<file path="src/rtl/mbi_pkg.sv">
package mbi_pkg;
  localparam int CMD_W = 4;
  localparam logic [CMD_W-1:0] CMD_RD = 4'b0110;
  localparam logic [CMD_W-1:0] CMD_WR = 4'b0111;
  localparam logic [CMD_W-1:0] BE_ALL = 4'b0000;

  typedef enum logic [2:0] {
    ST_IDLE, ST_REQ, ST_ADDR, ST_TURN, ST_DATA, ST_GAP
  } mbi_state_e;

  typedef struct packed {
    logic capture;
    logic latchRd;
    logic driveAddr;
    logic oe;
    logic frame;
    logic req;
    logic done;
  } mbi_strb_t;
endpackage

</file>
<file path="src/rtl/mbi_ctrl.sv">
module mbi_ctrl
  import mbi_pkg::*;
(
  input  logic      clk,
  input  logic      rstN,
  input  logic      cmdValid,
  input  logic      isWrite,
  input  logic      gntN,
  input  logic      busFrameN,
  input  logic      trdyN,
  output logic      cmdReady,
  output mbi_strb_t strb
);
  mbi_state_e st, stNext;

  always_ff @(posedge clk or negedge rstN) begin
    if (!rstN) st <= ST_IDLE;
    else       st <= stNext;
  end

  always_comb begin
    stNext = st;
    unique case (st)
      ST_IDLE: if (cmdValid)           stNext = ST_REQ;
      ST_REQ:  if (!gntN && busFrameN) stNext = ST_ADDR;
      ST_ADDR: stNext = isWrite ? ST_DATA : ST_TURN;
      ST_TURN: stNext = ST_DATA;
      ST_DATA: if (!trdyN)             stNext = ST_GAP;
      ST_GAP:  stNext = ST_IDLE;
      default: stNext = ST_IDLE;
    endcase
  end

  always_comb begin
    cmdReady       = (st == ST_IDLE);
    strb           = '0;
    strb.capture   = (st == ST_IDLE) && cmdValid;
    strb.latchRd   = (st == ST_DATA) && !trdyN && !isWrite;
    strb.driveAddr = (st == ST_ADDR);
    strb.oe        = (st == ST_ADDR) || ((st == ST_DATA) && isWrite);
    strb.frame     = (st == ST_ADDR) || (st == ST_TURN) || (st == ST_DATA);
    strb.req       = (st == ST_REQ);
    strb.done      = (st == ST_GAP);
  end
endmodule

</file>
<file path="src/rtl/mbi_dpath.sv">
module mbi_dpath
  import mbi_pkg::*;
#(
  parameter int DW = 32
) (
  input  logic             clk,
  input  logic             rstN,
  input  mbi_strb_t        strb,
  input  logic             cmdWrite,
  input  logic [DW-1:0]    cmdAddr,
  input  logic [DW-1:0]    cmdWdata,
  input  logic [DW-1:0]    adIn,
  output logic             isWrite,
  output logic [DW-1:0]    adOut,
  output logic [CMD_W-1:0] cmdType,
  output logic [DW-1:0]    doneRdata
);
  logic [DW-1:0] addrQ, wdataQ;

  always_ff @(posedge clk or negedge rstN) begin
    if (!rstN) begin
      addrQ     <= '0;
      wdataQ    <= '0;
      isWrite   <= 1'b0;
      doneRdata <= '0;
    end else begin
      if (strb.capture) begin
        addrQ   <= cmdAddr;
        wdataQ  <= cmdWdata;
        isWrite <= cmdWrite;
      end
      if (strb.latchRd) doneRdata <= adIn;
    end
  end

  always_comb begin
    adOut   = strb.driveAddr ? addrQ : wdataQ;
    cmdType = strb.driveAddr ? (isWrite ? CMD_WR : CMD_RD) : BE_ALL;
  end
endmodule

</file>
<file path="src/rtl/mux_bus_initiator.sv">
module mux_bus_initiator
  import mbi_pkg::*;
#(
  parameter int DW = 32
) (
  input  logic             clk,
  input  logic             rstN,
  input  logic             cmdValid,
  input  logic             cmdWrite,
  input  logic [DW-1:0]    cmdAddr,
  input  logic [DW-1:0]    cmdWdata,
  output logic             cmdReady,
  output logic             doneValid,
  output logic [DW-1:0]    doneRdata,
  output logic             reqN,
  input  logic             gntN,
  input  logic             busFrameN,
  output logic             frameN,
  output logic [CMD_W-1:0] cmdType,
  output logic [DW-1:0]    adOut,
  output logic             adOe,
  input  logic [DW-1:0]    adIn,
  input  logic             trdyN
);
  mbi_strb_t strb;
  logic      isWrite;

  mbi_ctrl u_ctrl (
    .clk(clk), .rstN(rstN), .cmdValid(cmdValid), .isWrite(isWrite),
    .gntN(gntN), .busFrameN(busFrameN), .trdyN(trdyN),
    .cmdReady(cmdReady), .strb(strb)
  );

  mbi_dpath #(.DW(DW)) u_dpath (
    .clk(clk), .rstN(rstN), .strb(strb), .cmdWrite(cmdWrite),
    .cmdAddr(cmdAddr), .cmdWdata(cmdWdata), .adIn(adIn),
    .isWrite(isWrite), .adOut(adOut), .cmdType(cmdType),
    .doneRdata(doneRdata)
  );

  assign reqN      = !strb.req;
  assign frameN    = !strb.frame;
  assign adOe      = strb.oe;
  assign doneValid = strb.done;
endmodule

</file>
<file path="config.mk">
export PLATFORM = sky130hd
export DESIGN_NAME = mux_bus_initiator
export DESIGN_NICKNAME = d
export VERILOG_FILES = /design/src/rtl/mbi_pkg.sv /design/src/rtl/mbi_ctrl.sv /design/src/rtl/mbi_dpath.sv /design/src/rtl/mux_bus_initiator.sv
export SDC_FILE = /design/constraint.sdc
export NUM_CORES = 1
export LEC_CHECK = 0
export CORE_UTILIZATION = 44
export DETAILED_ROUTE_END_ITERATION = 8
export PLACE_DENSITY = 0.83
export SLEW_MARGIN = 20
export SYNTH_ARGS = -nofsm -noshare
export SYNTH_HDL_FRONTEND = slang
export SYNTH_HIERARCHICAL = 1
export SYNTH_SLANG_ARGS = --single-unit
export TNS_END_PERCENT = 1
</file>
<file path="constraint.sdc">
create_clock -name clk -period 2.3 [get_ports clk]
set_input_delay 0.69 -clock clk [delete_from_list [all_inputs] [get_ports clk]]
set_output_delay 0.69 -clock clk [all_outputs]
set_load 0.05 [all_outputs]
</file>
==> flow_summary.ini, run 1 <==
[floorplanning]
io_pins = 176
die_area_um2 = 10600
core_um2 = 9820
fp-row-count = 36
start_util_pct = 45.8
die_w_um = 103
die_h_um = 103

[timing]
slew_headroom_pct = 65.2
fin_tns_setup_ns = -3.97
fin_crit_ns = 2.44
clock.fmax_ghz = 0.410
period_share_pct = 106
setup_violations = 33
rsz0062_at_grt = yes
holdWs_ns = 0.268
worst_slew_pin_slew_ns = 0.521
fin_ws_ns = -0.140
hold_viol = 0
fin_worst_skew_ns = 0.0192
slew_violations = 0

[synthesis]
synth_compound_area_share_pct = 0.724
synthAdderAreaFrac_pct = 0
synth_simple_gate_area_share_pct = 2.53
syn_nets = 380
synthDistinctLibCells = 24
synth_top_cell_by_area = dfrtp_1
synth-edff-count = 0
syn_area_um2 = 4500
syn_inst = 277
synth_top_family_by_area = multiplexers
synthXorXnorAreaFrac_pct = 0
synth_flop_cell = dfrtp_1
synth-seq-cells = 100
ys_warn_count = 6
syn_avg_cell_area_um2 = 16.2
ys_async_sr_fraction_pct = 100
synthMuxAreaShare_pct = 36.5
ys_top_cells_by_area = dfrtp_1, mux2_2, mux2_4
synth_top_area_share_pct = 55.7
ys_seq_area_share_pct = 55.7

[clocking]
clk_pin_slew_ns = 0.11
root_buffer = clkbuf_8
clockBufferDepth = 2
cts_tree = yes
numCtsBuffers = 9
htree_levels = 3
clk_latency_ns = 0.35
postCtsHoldBufs = 0
clock_sinks = 100

[grt]
grt_antenna_before_repair = 0
grt_max_degree = 48
first_global_vias = 3187
grt.total_usage_pct = 20.7
grt_overflow_total = 0
grt_pass1_wl_mm = 16.4

[power]
p_per_area_nw_per_um2 = 1620
leakage_nw = 3.06
irDropWorstVdd_mv = 1.09

[drt]
wl_per_cell_um = 17.9
met2_length_mm = 5.48
finalWirelength_mm = 10.8
wl_met1_mm = 4.29
firstDrtPassIters = 4
ant_nets = 0
route.detailed.drc = 0
viasPerCell = 4.87
dr_wl_met3_um = 875
dr.max_layer_used = met4
via_count = 2938
drt_iter0_drc = 56

[worst_setup_path]
crit_chain = nand2b_4 -> nor2_4 -> buf_12 -> buf_12 -> mux2_4 -> buf_8
rr_worst_depth = 6
cp_data_required_time_ns = 1.61
cp_data_arrival_time_ns = 1.75
ff2ff_setup_slack_ns = 0.39
critPathCaptureType = output port
regToRegStartpoint = u_ctrl/st[2]
critPathSlowestCell = dfrtp_1
path_max_fanout = 7
critPathLaunchType = flip-flop
critical_path_class = flip-flop to output port
r2r_end = u_dpath/wdataQ[29]
cpPeakStageDelay_ns = 0.39
cp_common_cell = buf_12

[finish]
fillers = 674
area_delta_synth_final_pct = 54.9
nets = 568
final_util_pct = 70.9
diodes = 0
drive_gt1_share_pct = 43.8

[place]
io_buffer_count = 174
dp_hpwl_mm = 7.50
place.gp.congestion = 0.793

[hold_path]
hp-class = input pin to async pin

[flow_run]
drv_cap = 0

[status]
failed_checks = setup timing
status = finished, violations left
==> worst max-delay path, delay by kind of cell, from the launching register on <==
kind	cells	cell delay (ns)
buffers and inverters	3	0.44
DFF	1	0.39
muxes	1	0.32
and+or+nand+nor	2	0.26
==> Yosys cell counts, types with 2 or more instances <==
cell type	n
dfrtp_1	100
mux2_2	69
mux2_4	50
buf_6	13
mux2_1	10
nor2_1	5
buf_4	4
buf_2	3
inv_1	3
a21oi_1	2
and2_1	2
nand2_1	2
nor2b_1	2
o21ai_0	2
==> placed cells by master, fill, tap and decap left out, types with 2 or more instances in the layout <==
master / netlist / routed
clkdlybuf4s50_1: 0 / 133
and2_4: 0 / 2
mux2_2: 69 / 46
buf_4: 4 / 24
nor2_1: 5 / 4
o21ai_0: 2 / 2
nor2b_1: 2 / 2
nor3_2: 1 / 2
buf_16: 0 / 3
buf_12: 0 / 12
clkinv_4: 0 / 2
inv_1: 3 / 3
buf_8: 0 / 23
clkbuf_1: 0 / 2
mux2_4: 50 / 73
buf_6: 13 / 2
clkbuf_8: 0 / 9
mux2_1: 10 / 10
dfrtp_1: 100 / 100
nand2_1: 2 / 2
==> stage by stage <==
stage          cell area, um^2  cells  power (mW)  worst slack [ns]
2_1_floorplan             4500    277        7.55            0.0333
3_3_place_gp              6370    578        9.30             0.146
3_5_place_dp              6370    578        9.46             0.105
4_1_cts                   6950    601        11.3            -0.188
5_1_grt                   6960    603        11.8            -0.206
6_report                  6960    603        11.3            -0.140
==> worst max path at each step <==
stage                             from                    to  slack (ns)  cells past startpoint
after global routing      u_ctrl/st[2]             adOut[29]       -0.21                      6
after global placement        cmdValid    u_dpath/wdataQ[27]        0.15                      4
after floorplan           u_ctrl/st[2]             adOut[10]        0.03                      5
after detailed placement         trdyN  u_dpath/doneRdata[6]        0.11                      4
after CTS                 u_ctrl/st[2]             adOut[29]       -0.19                      6
final                     u_ctrl/st[2]             adOut[29]       -0.14                      6
==> routing by layer <==
metal / global-route usage (%) / up-vias
met4: 6.39 / 0
met3: 5.97 / 18
li1: - / 1347
met5: 0 / -
met1: 24.9 / 1450
met2: 36.0 / 123
==> cell type report <==
cell class                      instances  area, um^2  share of cell area (%)
Tap cell                              133         166                    2.39
Clock inverter                          5        45.0                   0.647
Sequential cell                       100        2500                    35.9
Inverter                                3        11.3                   0.162
Multi-Input combinational cell        154        1910                    27.4
Timing Repair Buffer                  197        2200                    31.6
Clock buffer                           11         131                    1.89
==> power breakdown <==
part | internal, mW | switching, mW
Sequential | 2.64 | 0.527
Clock | 0.411 | 0.603
Combinational | 3.36 | 3.72
==> cell families after synthesis <==
logic type,after synthesis
multiplexers,129
flip-flops,100
AO/OA/AOI/OAI,6
AND/OR/NAND/NOR,18
buffers and inverters,23
other,1
==> sequential cells by signal, summed over array words and instances, names as in the netlist <==
name	flops
u_dpath/addrQ	32
u_dpath/wdataQ	32
u_dpath/isWrite	1
u_dpath/doneRdata	32
u_ctrl/st	3
==> repair_timing <==
| action | in CTS | in global routing |
|---|---|---|
| gates resized for setup | 77 | 1 |
| pin swaps | 1 | 1 |
| gates cloned | 3 | 0 |
| endpoints found under the setup margin | 33 | 36 |
| endpoints found under the hold margin | 0 | 0 |
| setup buffers | 4 | 2 |
Note: power is estimated with default switching activity, not from simulation.
==> run 2, diff against run 1 <==
--- a/config.mk
+++ b/config.mk
@@ -7,7 +7,7 @@
 export LEC_CHECK = 0
 export CORE_UTILIZATION = 44
 export DETAILED_ROUTE_END_ITERATION = 8
-export PLACE_DENSITY = 0.83
+export PLACE_DENSITY_LB_ADDON = 0.1
 export SLEW_MARGIN = 20
 export SYNTH_ARGS = -nofsm -noshare
 export SYNTH_HDL_FRONTEND = slang
==> flow_summary.ini, run 2 (synthesized netlist as in run 1, its figures left out) <==
[status]
status = finished, violations left
failed_checks = setup timing

[timing]
slew_headroom_pct = 64.2
period_share_pct = 109
slew_violations = 0
setup_violations = 32
fin_ws_ns = -0.200
hold_viol = 0
fin_crit_ns = 2.50
rsz0062_at_grt = yes
fin_worst_skew_ns = 0.0105
worst_slew_pin_slew_ns = 0.536
holdWs_ns = 0.153
clock.fmax_ghz = 0.400

[drt]
via_count = 2870
route.detailed.drc = 0
viasPerCell = 4.83
firstDrtPassIters = 4
ant_nets = 0
finalWirelength_mm = 10.1
wl_per_cell_um = 17.1
drt_iter0_drc = 52

[clocking]
cts_tree = yes
clockBufferDepth = 2
clock_sinks = 100
htree_levels = 3
clk_latency_ns = 0.36
root_buffer = clkbuf_8
postCtsHoldBufs = 0
clk_pin_slew_ns = 0.10
numCtsBuffers = 9

[worst_setup_path]
ff2ff_setup_slack_ns = 0.54
path_max_fanout = 6
r2r_end = u_dpath/wdataQ[11]
critical_path_class = flip-flop to output port
critPathSlowestCell = dfrtp_1
cpPeakStageDelay_ns = 0.39
rr_worst_depth = 5
cp_data_arrival_time_ns = 1.81
regToRegStartpoint = u_ctrl/st[0]
critPathCaptureType = output port
crit_chain = nand2b_4 -> nor2_4 -> buf_6 -> clkbuf_16 -> mux2_4 -> buf_8
cp_data_required_time_ns = 1.61
critPathLaunchType = flip-flop

[finish]
nets = 559
drive_gt1_share_pct = 42.7
diodes = 0
top_regs = u_dpath/addrQ x32, u_dpath/doneRdata x32, u_dpath/wdataQ x32
final_util_pct = 70.3
area_delta_synth_final_pct = 53.5
multi_input_area_um2 = 1890
seq_area_um2 = 2500
final_common_cell = clkdlybuf4s50_1
fillers = 737
mostFrequentLayoutCells = clkdlybuf4s50_1, dfrtp_1, mux2_4

[place]
pre_cts_ws_ns = 0.130
dp_hpwl_mm = 7.09
place.gp.congestion = 0.733
io_buffer_count = 174

[floorplanning]
die_w_um = 103
io_pins = 176
start_util_pct = 45.8
fp-row-count = 36
die_h_um = 103
core_um2 = 9820
die_area_um2 = 10600

[hold_path]
hp-class = input pin to async pin

[grt]
grt_max_degree = 47
grt.total_usage_pct = 19.3
first_global_vias = 3003
grt_antenna_before_repair = 0
grt_overflow_total = 0
grt_pass1_wl_mm = 15.3

[power]
leakage_nw = 3.03
irDropWorstVdd_mv = 1.05
p_per_area_nw_per_um2 = 1630
power.total_mw = 11.3

[flow_run]
drv_cap = 0
-- run 2: worst max-delay path by stage --
stage | start | to
2_1_floorplan | u_ctrl/st[2] | adOut[10]
3_3_place_gp | u_ctrl/st[2] | adOut[28]
3_5_place_dp | u_ctrl/st[2] | adOut[10]
4_1_cts | u_ctrl/st[2] | adOut[23]
5_1_grt | u_ctrl/st[2] | adOut[25]
6_report | u_ctrl/st[2] | adOut[12]
-- run 2: repair_timing --
item / CTS / global route
pin swaps: 1 / 1
endpoints found under the setup margin: 33 / 34
resized for setup: 38 / 35
setup buffers: 3 / 0
gates cloned: 1 / 1
-- run 2: routing by layer --
| layer | vias to the layer above | part of all wire, % | global-route usage, % |
|---|---|---|---|
| met2 | 112 | 49 | 31.7 |
| li1 | 1323 | - | - |
| met5 | - | 0 | 0 |
| met3 | 10 | 8.0 | 5.97 |
| met1 | 1425 | 42 | 24.2 |
| met4 | 0 | 1.1 | 6.28 |
-- run 2: power breakdown --
group | total (mW) | switching (mW) | internal, mW
Combinational | 6.88 | 3.63 | 3.25
Sequential | 3.14 | 0.496 | 2.64
Clock | 1.23 | 0.617 | 0.617
-- run 2: layout make-up --
type                    instances  share of cell area (%)
clock buffers                  10                    1.85
clock inverters                 6                    1.27
inverters                       3                   0.163
multi-input cells             154                    27.5
flip-flops and latches        100                    36.3
well taps                     133                    2.41
repair buffers                188                    30.6
-- run 2: stage by stage --
step / TNS, ns / std cells / area [um^2]
after floorplan: 0 / 277 / 4500
after global placement: 0 / 575 / 6370
after detailed placement: 0 / 575 / 6370
after CTS: -7.75 / 595 / 6790
after global routing: -7.39 / 594 / 6900
final: -4.71 / 594 / 6900
-- run 2: worst max-delay path: cells and delay by family, from the launching register on --
family	cells	cell delay [ns]
buf+inv	3	0.44
flops	1	0.39
mux	1	0.31
simple gates	2	0.30
